==> config.mk <==
export PLATFORM = sky130hd
export DESIGN_NAME = tdm_slot_xcvr
export DESIGN_NICKNAME = d
export VERILOG_FILES = /design/src/rtl/tdm_slot_pkg.sv /design/src/rtl/tdm_slot_timer.sv /design/src/rtl/tdm_slot_tx.sv /design/src/rtl/tdm_slot_rx.sv /design/src/rtl/tdm_slot_xcvr.sv
export SDC_FILE = /design/constraint.sdc
export NUM_CORES = 1
export LEC_CHECK = 0
export ABC_AREA = 1
export CORE_MARGIN = 4
export CORE_UTILIZATION = 44
export CTS_BUF_LIST = sky130_fd_sc_hd__clkbuf_4 sky130_fd_sc_hd__clkbuf_8
export DETAILED_ROUTE_END_ITERATION = 16
export DONT_BUFFER_PORTS = 1
export PLACE_DENSITY_LB_ADDON = 0.1
export SYNTH_ARGS = -nofsm -noshare
export SYNTH_HDL_FRONTEND = slang
export SYNTH_SLANG_ARGS = --single-unit
export TNS_END_PERCENT = 100
==> constraint.sdc <==
create_clock -name clk_i -period 1.72 [get_ports clk_i]
set_clock_uncertainty 0.05 [all_clocks]
set_input_delay 0.344 -clock clk_i [delete_from_list [all_inputs] [get_ports clk_i]]
set_output_delay 0.344 -clock clk_i [all_outputs]
set_load 0.05 [all_outputs]
==> src/rtl/tdm_slot_pkg.sv <==
package tdm_slot_pkg;

  typedef struct packed {
    logic active;  // both strobes low
    logic first;   // first bit of a word
    logic last;    // final bit of a word
  } slot_t;

endpackage

==> src/rtl/tdm_slot_timer.sv <==
module tdm_slot_timer
  import tdm_slot_pkg::*;
#(
  parameter int unsigned WORD_W = 8
) (
  input  logic  clk_i,
  input  logic  rst_ni,
  input  logic  frame_ni,
  input  logic  chan_ni,
  output slot_t slot_o
);

  localparam int unsigned CNT_W = (WORD_W > 2) ? $clog2(WORD_W) : 1;
  localparam logic [CNT_W-1:0] LAST_IDX = CNT_W'(WORD_W - 1);

  logic [CNT_W-1:0] cnt_q;
  logic             active;

  assign active        = ~frame_ni & ~chan_ni;
  assign slot_o.active = active;
  assign slot_o.first  = active && (cnt_q == '0);
  assign slot_o.last   = active && (cnt_q == LAST_IDX);

  always_ff @(posedge clk_i or negedge rst_ni) begin
    if (!rst_ni)          cnt_q <= '0;
    else if (!active)     cnt_q <= '0;  // early close drops the word
    else if (slot_o.last) cnt_q <= '0;  // long window starts a new word
    else                  cnt_q <= cnt_q + 1'b1;
  end

  // a closed window always restarts at bit 0
  p_restart_r7: assert property (@(posedge clk_i) disable iff (!rst_ni)
    !active |=> (cnt_q == '0));

endmodule

==> src/rtl/tdm_slot_tx.sv <==
module tdm_slot_tx
  import tdm_slot_pkg::*;
#(
  parameter int unsigned WORD_W = 8
) (
  input  logic              clk_i,
  input  logic              rst_ni,
  input  slot_t             slot_i,
  input  logic [WORD_W-1:0] tx_word_i,
  output logic              sdata_o,
  output logic              sdata_oe_o
);

  logic [WORD_W-1:0] sh_q;

  always_ff @(posedge clk_i or negedge rst_ni) begin
    if (!rst_ni)            sh_q <= '0;
    else if (slot_i.first)  sh_q <= tx_word_i << 1;
    else if (slot_i.active) sh_q <= sh_q << 1;
  end

  // MSB is sent straight from the input on the first bit, no setup cycle
  assign sdata_o    = slot_i.first ? tx_word_i[WORD_W-1] : sh_q[WORD_W-1];
  assign sdata_oe_o = slot_i.active;

  // second bit comes from the word latched a cycle earlier
  p_word_latch_r4: assert property (@(posedge clk_i) disable iff (!rst_ni)
    (slot_i.active && !slot_i.first && $past(slot_i.first))
      |-> (sdata_o == $past(tx_word_i[WORD_W-2])));

endmodule

==> src/rtl/tdm_slot_rx.sv <==
module tdm_slot_rx
  import tdm_slot_pkg::*;
#(
  parameter int unsigned WORD_W = 8
) (
  input  logic              clk_i,
  input  logic              rst_ni,
  input  slot_t             slot_i,
  input  logic              sdata_i,
  output logic [WORD_W-1:0] rx_word_o,
  output logic              rx_valid_o
);

  logic [WORD_W-1:0] sh_q;
  logic [WORD_W-1:0] word_q;
  logic              valid_q;
  logic [WORD_W-1:0] sh_next;

  assign sh_next = {sh_q[WORD_W-2:0], sdata_i};

  always_ff @(posedge clk_i or negedge rst_ni) begin
    if (!rst_ni) begin
      sh_q    <= '0;
      word_q  <= '0;
      valid_q <= 1'b0;
    end else begin
      valid_q <= slot_i.last;
      if (slot_i.active) sh_q   <= sh_next;
      if (slot_i.last)   word_q <= sh_next;
    end
  end

  assign rx_word_o  = word_q;
  assign rx_valid_o = valid_q;

  // last bit is followed by a valid pulse
  p_valid_due_r5: assert property (@(posedge clk_i) disable iff (!rst_ni)
    slot_i.last |=> rx_valid_o);

  // single-cycle pulse
  p_valid_pulse_r6: assert property (@(posedge clk_i) disable iff (!rst_ni)
    rx_valid_o |=> !rx_valid_o);

  // held word only moves together with a valid pulse
  p_word_hold_r9: assert property (@(posedge clk_i) disable iff (!rst_ni)
    !$stable(rx_word_o) |-> rx_valid_o);

endmodule

==> src/rtl/tdm_slot_xcvr.sv <==
module tdm_slot_xcvr
  import tdm_slot_pkg::*;
#(
  parameter int unsigned WORD_W = 8
) (
  input  logic              clk_i,
  input  logic              rst_ni,
  input  logic              frame_ni,
  input  logic              chan_ni,
  input  logic              sdata_i,
  input  logic [WORD_W-1:0] tx_word_i,
  output logic              sdata_o,
  output logic              sdata_oe_o,
  output logic [WORD_W-1:0] rx_word_o,
  output logic              rx_valid_o
);

  slot_t slot;

  tdm_slot_timer #(.WORD_W(WORD_W)) u_timer (
    .clk_i    (clk_i),
    .rst_ni   (rst_ni),
    .frame_ni (frame_ni),
    .chan_ni  (chan_ni),
    .slot_o   (slot)
  );

  tdm_slot_tx #(.WORD_W(WORD_W)) u_tx (
    .clk_i      (clk_i),
    .rst_ni     (rst_ni),
    .slot_i     (slot),
    .tx_word_i  (tx_word_i),
    .sdata_o    (sdata_o),
    .sdata_oe_o (sdata_oe_o)
  );

  tdm_slot_rx #(.WORD_W(WORD_W)) u_rx (
    .clk_i      (clk_i),
    .rst_ni     (rst_ni),
    .slot_i     (slot),
    .sdata_i    (sdata_i),
    .rx_word_o  (rx_word_o),
    .rx_valid_o (rx_valid_o)
  );

  // driver enabled only inside the window
  p_oe_window_r2: assert property (@(posedge clk_i) disable iff (!rst_ni)
    sdata_oe_o |-> (!frame_ni && !chan_ni));

endmodule

==> results_tabular.tex, run 1 <==
\begin{tabular}{lr}
\hline
Metric & Value \\
\hline
\multicolumn{2}{l}{\textbf{Worst hold path}} \\
Hold endpoint & u\_rx.rx\_word\_o[0] \\
Depth of the worst hold-timing path & 2 \\
Worst Min Path Start & sdata\_i \\
Class of the most critical hold timing path & input port to flop \\
\multicolumn{2}{l}{\textbf{Layout}} \\
Core utilization of the finished layout & 0.5315 \\
Growth of design area from synthesis to finish & 13.70\% \\
Area of all placed cells without fillers & 1329 µm² \\
\# fillers & 248 \\
NumNets Final & 156 \\
Fraction of final layout cells with drive strength greater than 1 & 0.2246 \\
Footprint of the flip-flops and latches & 650.6 µm² \\
Fin cells & 168 \\
Antenna diode count & 0 \\
Multi-input gate area & 429.2 µm² \\
\multicolumn{2}{l}{\textbf{Route}} \\
Final routed wirelength across all metal layers & 2.218 mm \\
Detailed-routing iteration count for the pre-antenna-repair pass & 4 \\
Remaining antenna violation count & 0 \\
Via count & 860 \\
Average vias per placed instance & 5.119 \\
Remaining DRCs & 0 \\
Routed wire length per instance & 13.20 µm \\
Number of DRC violations after detailed-routing iteration 0 & 46 \\
\multicolumn{2}{l}{\textbf{Setup path}} \\
Endpoint of the worst-slack reg-to-reg timing path & u\_rx.rx\_word\_o[4] \\
FF-to-FF path depth & 7 \\
Combined buffer and inverter count along the critical path & 2 \\
Chain of cells forming the critical path & inv\_1 > ha\_2 > nand2\_2 > inv\_2 > nand3\_2 > nand2\_4 \\
WS Path Type & flop to primary output \\
Worst-path maximum fanout & 3 \\
Reg-to-Reg Start & u\_timer.cnt\_q[0] \\
Worst-path cell with the longest stage delay & sky130\_fd\_sc\_hd\_\_dfrtp\_1 \\
Highest cell delay on the worst timing path & 400 ps \\
Top cell family by delay on the critical path & flip-flops \\
Data arrival time of the critical path & 1360 ps \\
Required time of the critical path & 1330 ps \\
Worst Setup Start Kind & flop \\
Register-to-register setup slack & 200 ps \\
Critical Path Source & u\_timer.cnt\_q[1] \\
Critical path endpoint category & primary output \\
\multicolumn{2}{l}{\textbf{Pwr}} \\
Power per Cell Area & 855.6 nW/µm² \\
Portion of total power attributed to sequential cells & 0.611 \\
Total power draw & 1.137 mW \\
Clock power frac & 0.217 \\
Fraction of power spent switching nets & 0.2763 \\
Internal power consumption & 0.8228 mW \\
Reported net switching power & 0.3141 mW \\
Logic pwr share & 0.172 \\
Worst IR Drop VDD & 0.0005299 V \\
Static leakage & 0.6746 nW \\
\multicolumn{2}{l}{\textbf{Yosys}} \\
Cell count after synthesis & 127 \\
Number of enable flip-flop cells after synthesis & 0 \\
Post-synthesis area per instance & 9.202 µm² \\
Primary FF master, synth & sky130\_fd\_sc\_hd\_\_dfrtp\_1 \\
Post-synthesis async set-or-reset flop share & 1.000 \\
Area leader, netlist & sky130\_fd\_sc\_hd\_\_dfrtp\_1 \\
Largest cells by area after synthesis & sky130\_fd\_sc\_hd\_\_dfrtp\_1 56\%, sky130\_fd\_sc\_hd\_\_nand2\_1 11\%, sky130\_fd\_sc\_hd\_\_inv\_1 6.1\% \\
Share of the synthesized area in the top cell type & 0.5567 \\
Commonest cells in the synthesized netlist & 35 x sky130\_fd\_sc\_hd\_\_nand2\_1, 26 x sky130\_fd\_sc\_hd\_\_dfrtp\_1, 19 x sky130\_fd\_sc\_hd\_\_inv\_1, 14 x sky130\_fd\_sc\_hd\_\_nand3\_1 \\
Mapped Nets & 143 \\
Library cell with the highest instance count after synthesis & sky130\_fd\_sc\_hd\_\_nand2\_1 \\
Register bit total from synthesis & 26 \\
Post-synth design cell area & 1169 µm² \\
Yosys warns & 0 \\
Distinct cell type count after synthesis & 16 \\
Register area share after synthesis & 0.5567 \\
\multicolumn{2}{l}{\textbf{GRT}} \\
Maximum number of pins on one net before global-route repair & 28 \\
Grt total ovfl & 0 \\
Wire length of the first global-routing pass & 3.912 mm \\
Tot GR Track Use & 0.1476 \\
Number of global-route vias before repair & 910 \\
Number of antenna violations at the first check in global routing & 0 \\
\multicolumn{2}{l}{\textbf{Timing}} \\
Unrepaired setup endpoints after global routing & yes \\
Shortest period the worst path allows & 1759 ps \\
Worst Max-Slew Pin Slew & 484.9 ps \\
Worst path setup slack after routing & -38.78 ps \\
Peak clock frequency supported by timing & 0.5686 GHz \\
Smallest hold slack & 74.92 ps \\
Number of endpoints with negative hold slack in the final report & 0 \\
Tightest slew margin relative to the limit & 0.6767 \\
Share of the cycle needed by the critical path after routing & 1.023 \\
Setup Viol. Count Final & 1 \\
Final count of pins violating max slew & 0 \\
\multicolumn{2}{l}{\textbf{Die}} \\
Die area & 3544 µm² \\
Die X-Extent & 59.54 µm \\
Vertical extent of the die & 59.54 µm \\
Starting utilization of the core area & 0.4675 \\
Placeable core region & 2500 µm² \\
I/O pin cnt & 24 \\
Std-Cell Rows & 18 \\
\multicolumn{2}{l}{\textbf{Placement}} \\
Routability congestion estimate & 0.7844 \\
Post-placement cell count & 157 \\
Sum of net half-perimeters after detailed placement & 1.521 mm \\
Quantity of I/O buffers inserted on ports & 0 \\
Post-Place Cell Area & 1212 µm² \\
\multicolumn{2}{l}{\textbf{Clock network}} \\
Root buffer cell & sky130\_fd\_sc\_hd\_\_clkbuf\_4 \\
Later-pin clock latency in the skew report & 310 ps \\
CTS buffer count & 3 \\
Total number of clock tree sinks & 26 \\
TritonCTS clock tree & built \\
Number of levels in the clock H-tree & 1 \\
Clock transition at the registers of the reported paths & 130 ps \\
Clock Tree Buf Depth & 2 \\
\multicolumn{2}{l}{\textbf{Job}} \\
Max cap viols & 0 \\
\multicolumn{2}{l}{\textbf{Status}} \\
Status & complete, but fails checks \\
Violations in the final reports & negative setup slack \\
\hline
\end{tabular}
-- cell usage in the layout (no fill, tap or decap) --
cell type	netlist	final
sky130_fd_sc_hd__buf_12	0	2
sky130_fd_sc_hd__buf_4	0	9
sky130_fd_sc_hd__clkbuf_4	0	3
sky130_fd_sc_hd__dfrtp_1	26	26
sky130_fd_sc_hd__dlygate4sd3_1	0	1
sky130_fd_sc_hd__ha_1	3	2
sky130_fd_sc_hd__ha_2	0	1
sky130_fd_sc_hd__inv_1	19	17
sky130_fd_sc_hd__inv_2	0	2
sky130_fd_sc_hd__nand2_1	35	33
sky130_fd_sc_hd__nand2_2	1	2
sky130_fd_sc_hd__nand2_4	0	1
sky130_fd_sc_hd__nand3_1	14	13
sky130_fd_sc_hd__nand3_2	0	1
sky130_fd_sc_hd__nor2_1	2	2
sky130_fd_sc_hd__nor2_4	1	1
sky130_fd_sc_hd__nor3_1	1	1
sky130_fd_sc_hd__o21ai_0	7	7
sky130_fd_sc_hd__o21ai_2	7	8
sky130_fd_sc_hd__or2_1	5	5
sky130_fd_sc_hd__or2_2	1	1
-- worst reg2reg max path, cell delays in order (launching register included) --
cell	delay, ps
sky130_fd_sc_hd__dfrtp_1	400
sky130_fd_sc_hd__buf_4	140
sky130_fd_sc_hd__ha_1	200
sky130_fd_sc_hd__ha_1	210
sky130_fd_sc_hd__nand2_2	170
sky130_fd_sc_hd__buf_12	160
sky130_fd_sc_hd__nand2_1	70
sky130_fd_sc_hd__o21ai_2	70
-- cell families (layout without fill, tap and decap cells) --
kind of cell               after synthesis  in the layout  synth area share
adders and majority gates                3              3           0.03212
and+or+nand+nor                         60             60            0.2302
AOI/OAI and AO/OA                       15             15           0.08672
DFF                                     26             26            0.5567
buffers and inverters                   23             34           0.09421
-- final cells by class --
| type | count | share of cell area |
|---|---|---|
| well taps | 30 | 0.02825 |
| inverters | 19 | 0.05367 |
| multi-input cells | 78 | 0.3230 |
| clock buffers | 3 | 0.01695 |
| repair buffers | 12 | 0.08851 |
| flip-flops and latches | 26 | 0.4896 |
-- metrics by stage --
stage          setup TNS [ps]  setup slack, ps
2_1_floorplan               0            104.3
5_1_grt                -145.7           -145.7
6_report               -38.78           -38.78
3_3_place_gp                0            273.5
4_1_cts                -20.05           -20.05
3_5_place_dp                0            249.5
-- worst max path at each step --
stage | cells past startpoint | to | slack (ps)
floorplan | 6 | sdata_o | 100
global placement | 6 | sdata_o | 270
detailed placement | 6 | sdata_o | 250
CTS | 6 | sdata_o | -20
global route | 6 | sdata_o | -150
finish | 6 | sdata_o | -40
-- timing repair --
item / in CTS / in global routing
buffers inserted: 4 / 2
setup endpoints to repair: 1 / 1
pin swaps: 3 / 1
hold buffers: 2 / 0
resized for setup: 6 / 1
hold endpoints to repair: 26 / 0
-- metal layers --
metal  track usage  share of wire  vias up  wire, µm
li1              -              -      416         -
met4        0.1044          0.042        0        94
met3       0.03268          0.076       10       169
met2        0.2465           0.49       28      1086
met5             0              0        -         0
met1        0.1646           0.39      406       869
-- power groups by stage --
stage          logic [mW]  clock network, mW  registers, mW
3_5_place_dp        0.153                  0          0.707
2_1_floorplan       0.130                  0          0.699
4_1_cts             0.191              0.263          0.695
5_1_grt             0.222              0.287          0.703
3_3_place_gp        0.148                  0          0.705
6_report            0.195              0.247          0.695
-- sequential cells by signal, indices dropped and copies added (netlist names) --
signal,count
u_rx.rx_valid_o,1
u_rx.rx_word_o,8
u_rx.sh_q,7
u_timer.cnt_q,3
u_tx.sh_q,7
(Power assumes the default switching activity.)
==> run 2: changes to the inputs <==
--- a/config.mk
+++ b/config.mk
@@ -5,7 +5,6 @@
 export SDC_FILE = /design/constraint.sdc
 export NUM_CORES = 1
 export LEC_CHECK = 0
-export ABC_AREA = 1
 export CORE_MARGIN = 4
 export CORE_UTILIZATION = 44
 export CTS_BUF_LIST = sky130_fd_sc_hd__clkbuf_4 sky130_fd_sc_hd__clkbuf_8
==> run 2 against run 1 <==
Effect of this change:
- the flow still finishes with violations (negative setup slack)
- critical endpoint unchanged
- total power is 1.2% higher
- register-to-register slack worse by 110 ps
- worst hold slack better by 9.3 ps
- cell area is 7.3% lower
- highest routed layer unchanged
- sequential share of layout area grew 3.9 points
==> results_tabular.tex, run 2 <==
\begin{tabular}{lr}
\hline
Metric & Value \\
\hline
\multicolumn{2}{l}{\textbf{Yosys}} \\
Share of the synthesized area in the top cell type & 0.5771 \\
Mapped Nets & 109 \\
Number of enable flip-flop cells after synthesis & 0 \\
Post-synthesis async set-or-reset flop share & 1.000 \\
Yosys warns & 0 \\
Area leader, netlist & sky130\_fd\_sc\_hd\_\_dfrtp\_1 \\
Cell count after synthesis & 93 \\
Distinct cell type count after synthesis & 20 \\
Post-synth design cell area & 1127 µm² \\
Register area share after synthesis & 0.5771 \\
Library cell with the highest instance count after synthesis & sky130\_fd\_sc\_hd\_\_nand2\_1 \\
Primary FF master, synth & sky130\_fd\_sc\_hd\_\_dfrtp\_1 \\
Largest cells by area after synthesis & sky130\_fd\_sc\_hd\_\_dfrtp\_1 58\%, sky130\_fd\_sc\_hd\_\_mux2\_4 11\%, sky130\_fd\_sc\_hd\_\_nand2\_1 9.0\% \\
Post-synthesis area per instance & 12.12 µm² \\
Register bit total from synthesis & 26 \\
Commonest cells in the synthesized netlist & 27 x sky130\_fd\_sc\_hd\_\_nand2\_1, 26 x sky130\_fd\_sc\_hd\_\_dfrtp\_1, 8 x sky130\_fd\_sc\_hd\_\_mux2\_4, 6 x sky130\_fd\_sc\_hd\_\_mux2i\_1, 6 x sky130\_fd\_sc\_hd\_\_o21ai\_0 \\
\multicolumn{2}{l}{\textbf{Route}} \\
Remaining antenna violation count & 0 \\
Remaining DRCs & 0 \\
Average vias per placed instance & 5.101 \\
Final routed wirelength across all metal layers & 1.882 mm \\
Detailed-routing iteration count for the pre-antenna-repair pass & 4 \\
Number of DRC violations after detailed-routing iteration 0 & 13 \\
Via count & 658 \\
Routed wire length per instance & 14.59 µm \\
\multicolumn{2}{l}{\textbf{Timing}} \\
Number of endpoints with negative hold slack in the final report & 0 \\
Peak clock frequency supported by timing & 0.5204 GHz \\
Worst path setup slack after routing & -201.4 ps \\
Setup Viol. Count Final & 1 \\
Worst Max-Slew Pin Slew & 502.9 ps \\
Share of the cycle needed by the critical path after routing & 1.117 \\
Unrepaired setup endpoints after global routing & yes \\
Final count of pins violating max slew & 0 \\
Tightest slew margin relative to the limit & 0.6647 \\
Shortest period the worst path allows & 1921 ps \\
Total negative slack for setup checks & -201.4 ps \\
\multicolumn{2}{l}{\textbf{GRT}} \\
Number of global-route vias before repair & 712 \\
Grt total ovfl & 0 \\
Maximum number of pins on one net before global-route repair & 27 \\
Tot GR Track Use & 0.1208 \\
Number of antenna violations at the first check in global routing & 0 \\
Wire length of the first global-routing pass & 3.111 mm \\
\multicolumn{2}{l}{\textbf{Pwr}} \\
Reported net switching power & 0.2938 mW \\
Fraction of power spent switching nets & 0.2554 \\
Clock power frac & 0.263 \\
Worst IR Drop VDD & 0.0004408 V \\
Internal power consumption & 0.8563 mW \\
Portion of total power attributed to sequential cells & 0.612 \\
Power per Cell Area & 934.2 nW/µm² \\
Static leakage & 0.6242 nW \\
Logic pwr share & 0.125 \\
\multicolumn{2}{l}{\textbf{Placement}} \\
Placement Setup Slack & 94.77 ps \\
Routability congestion estimate & 0.6724 \\
Sum of net half-perimeters after detailed placement & 1.337 mm \\
Quantity of I/O buffers inserted on ports & 0 \\
\multicolumn{2}{l}{\textbf{Die}} \\
Vertical extent of the die & 58.62 µm \\
Starting utilization of the core area & 0.4592 \\
Die X-Extent & 58.62 µm \\
Placeable core region & 2455 µm² \\
Std-Cell Rows & 18 \\
Die area & 3436 µm² \\
I/O pin cnt & 24 \\
\multicolumn{2}{l}{\textbf{Status}} \\
Status & complete, but fails checks \\
Violations in the final reports & negative setup slack \\
\multicolumn{2}{l}{\textbf{Clock network}} \\
Clock Tree Buf Depth & 2 \\
Number of levels in the clock H-tree & 1 \\
Clock transition at the registers of the reported paths & 140 ps \\
CTS buffer count & 3 \\
TritonCTS clock tree & built \\
Later-pin clock latency in the skew report & 310 ps \\
Root buffer cell & sky130\_fd\_sc\_hd\_\_clkbuf\_4 \\
Total number of clock tree sinks & 26 \\
\multicolumn{2}{l}{\textbf{Layout}} \\
Max reg flops & 8 \\
NumNets Final & 116 \\
Growth of design area from synthesis to finish & 9.212\% \\
Fraction of final layout cells with drive strength greater than 1 & 0.2222 \\
Most frequent cells in the layout & 27 x sky130\_fd\_sc\_hd\_\_nand2\_1, 26 x sky130\_fd\_sc\_hd\_\_dfrtp\_1, 9 x sky130\_fd\_sc\_hd\_\_mux2\_4, 6 x sky130\_fd\_sc\_hd\_\_mux2i\_1, 6 x sky130\_fd\_sc\_hd\_\_o21ai\_0 \\
Antenna diode count & 0 \\
Core utilization of the finished layout & 0.5015 \\
Most frequent standard cell in the layout excluding fill and tap cells & sky130\_fd\_sc\_hd\_\_nand2\_1 \\
\multicolumn{2}{l}{\textbf{Worst hold path}} \\
Depth of the worst hold-timing path & 2 \\
Class of the most critical hold timing path & input port to flop \\
\multicolumn{2}{l}{\textbf{Setup path}} \\
Critical Path Source & u\_timer.cnt\_q[0] \\
Worst Setup Start Kind & flop \\
FF-to-FF path depth & 5 \\
WS Path Type & flop to primary output \\
Endpoint of the worst-slack reg-to-reg timing path & u\_rx.rx\_word\_o[7] \\
Data arrival time of the critical path & 1530 ps \\
Register-to-register setup slack & 90 ps \\
Reg-to-Reg Start & u\_timer.cnt\_q[0] \\
Critical Path Sink & sdata\_o \\
Critical path endpoint category & primary output \\
Worst-path maximum fanout & 2 \\
Required time of the critical path & 1330 ps \\
\multicolumn{2}{l}{\textbf{Job}} \\
Max cap viols & 0 \\
\hline
\end{tabular}
[run 2: kinds of logic after synthesis]
logic type,after synthesis,share of synthesized area
fa+ha+maj,3,0.03330
buf+inv,8,0.05549
simple gates,34,0.1299
mux,15,0.1698
compound gates,7,0.03441
flops,26,0.5771
[run 2: worst max-delay path, cell delays in order (launching register included)]
cell and delay [ps]:
sky130_fd_sc_hd__dfrtp_1 400, sky130_fd_sc_hd__inv_1 60, sky130_fd_sc_hd__ha_1 140, sky130_fd_sc_hd__nand2b_1 80, sky130_fd_sc_hd__nor2_2 140, sky130_fd_sc_hd__mux2_4 400
[run 2: worst min path at each step]
stage	from	to	slack, ps
finish	sdata_i	u_rx.sh_q[0]	80
detailed placement	rst_ni	u_tx.sh_q[6]	-0.9
floorplan	rst_ni	u_rx.rx_valid_o	-2
global placement	rst_ni	u_tx.sh_q[6]	-1
CTS	sdata_i	u_rx.sh_q[0]	70
global route	sdata_i	u_rx.sh_q[0]	70
[run 2: repair_timing]
item	4_1_cts	5_1_grt
endpoints found under the hold margin	26	0
hold buffers	2	0
resized for setup	1	0
endpoints found under the setup margin	1	1
buffers inserted	1	0
[run 2: per-stage QoR]
stage / instance area, µm² / power, mW / hold WS [ps] / instances
floorplan: 1131 / 0.8124 / -1.591 / 93
global placement: 1155 / 0.8341 / -0.9506 / 122
detailed placement: 1155 / 0.8421 / -0.9393 / 122
CTS: 1231 / 1.168 / 72.46 / 129
global route: 1231 / 1.217 / 72.48 / 129
finish: 1231 / 1.150 / 84.26 / 129
[run 2: layout make-up]
cell class / instances / area, µm²
flip-flops and latches: 26 / 650.6
repair buffers: 7 / 67.56
multi-input cells: 59 / 420.4
inverters: 3 / 18.77
clock buffers: 4 / 36.28
fillers: 238 / 1224
well taps: 30 / 37.54
[run 2: layer usage]
| metal | vias to the layer above | part of all wire | global-route usage | routed length (µm) |
|---|---|---|---|---|
| met4 | 0 | 0.0074 | 0.06796 | 14 |
| li1 | 310 | - | - | - |
| met1 | 333 | 0.43 | 0.1404 | 804 |
| met3 | 2 | 0.056 | 0.03289 | 106 |
| met5 | - | 0 | 0 | 0 |
| met2 | 13 | 0.51 | 0.2010 | 957 |
[run 2: power by group through the flow]
stage | combinational, mW | clock [mW] | sequential (mW)
CTS | 0.147 | 0.316 | 0.705
global route | 0.163 | 0.341 | 0.713
floorplan | 0.105 | 0 | 0.707
finish | 0.143 | 0.303 | 0.704
global placement | 0.119 | 0 | 0.715
detailed placement | 0.124 | 0 | 0.718
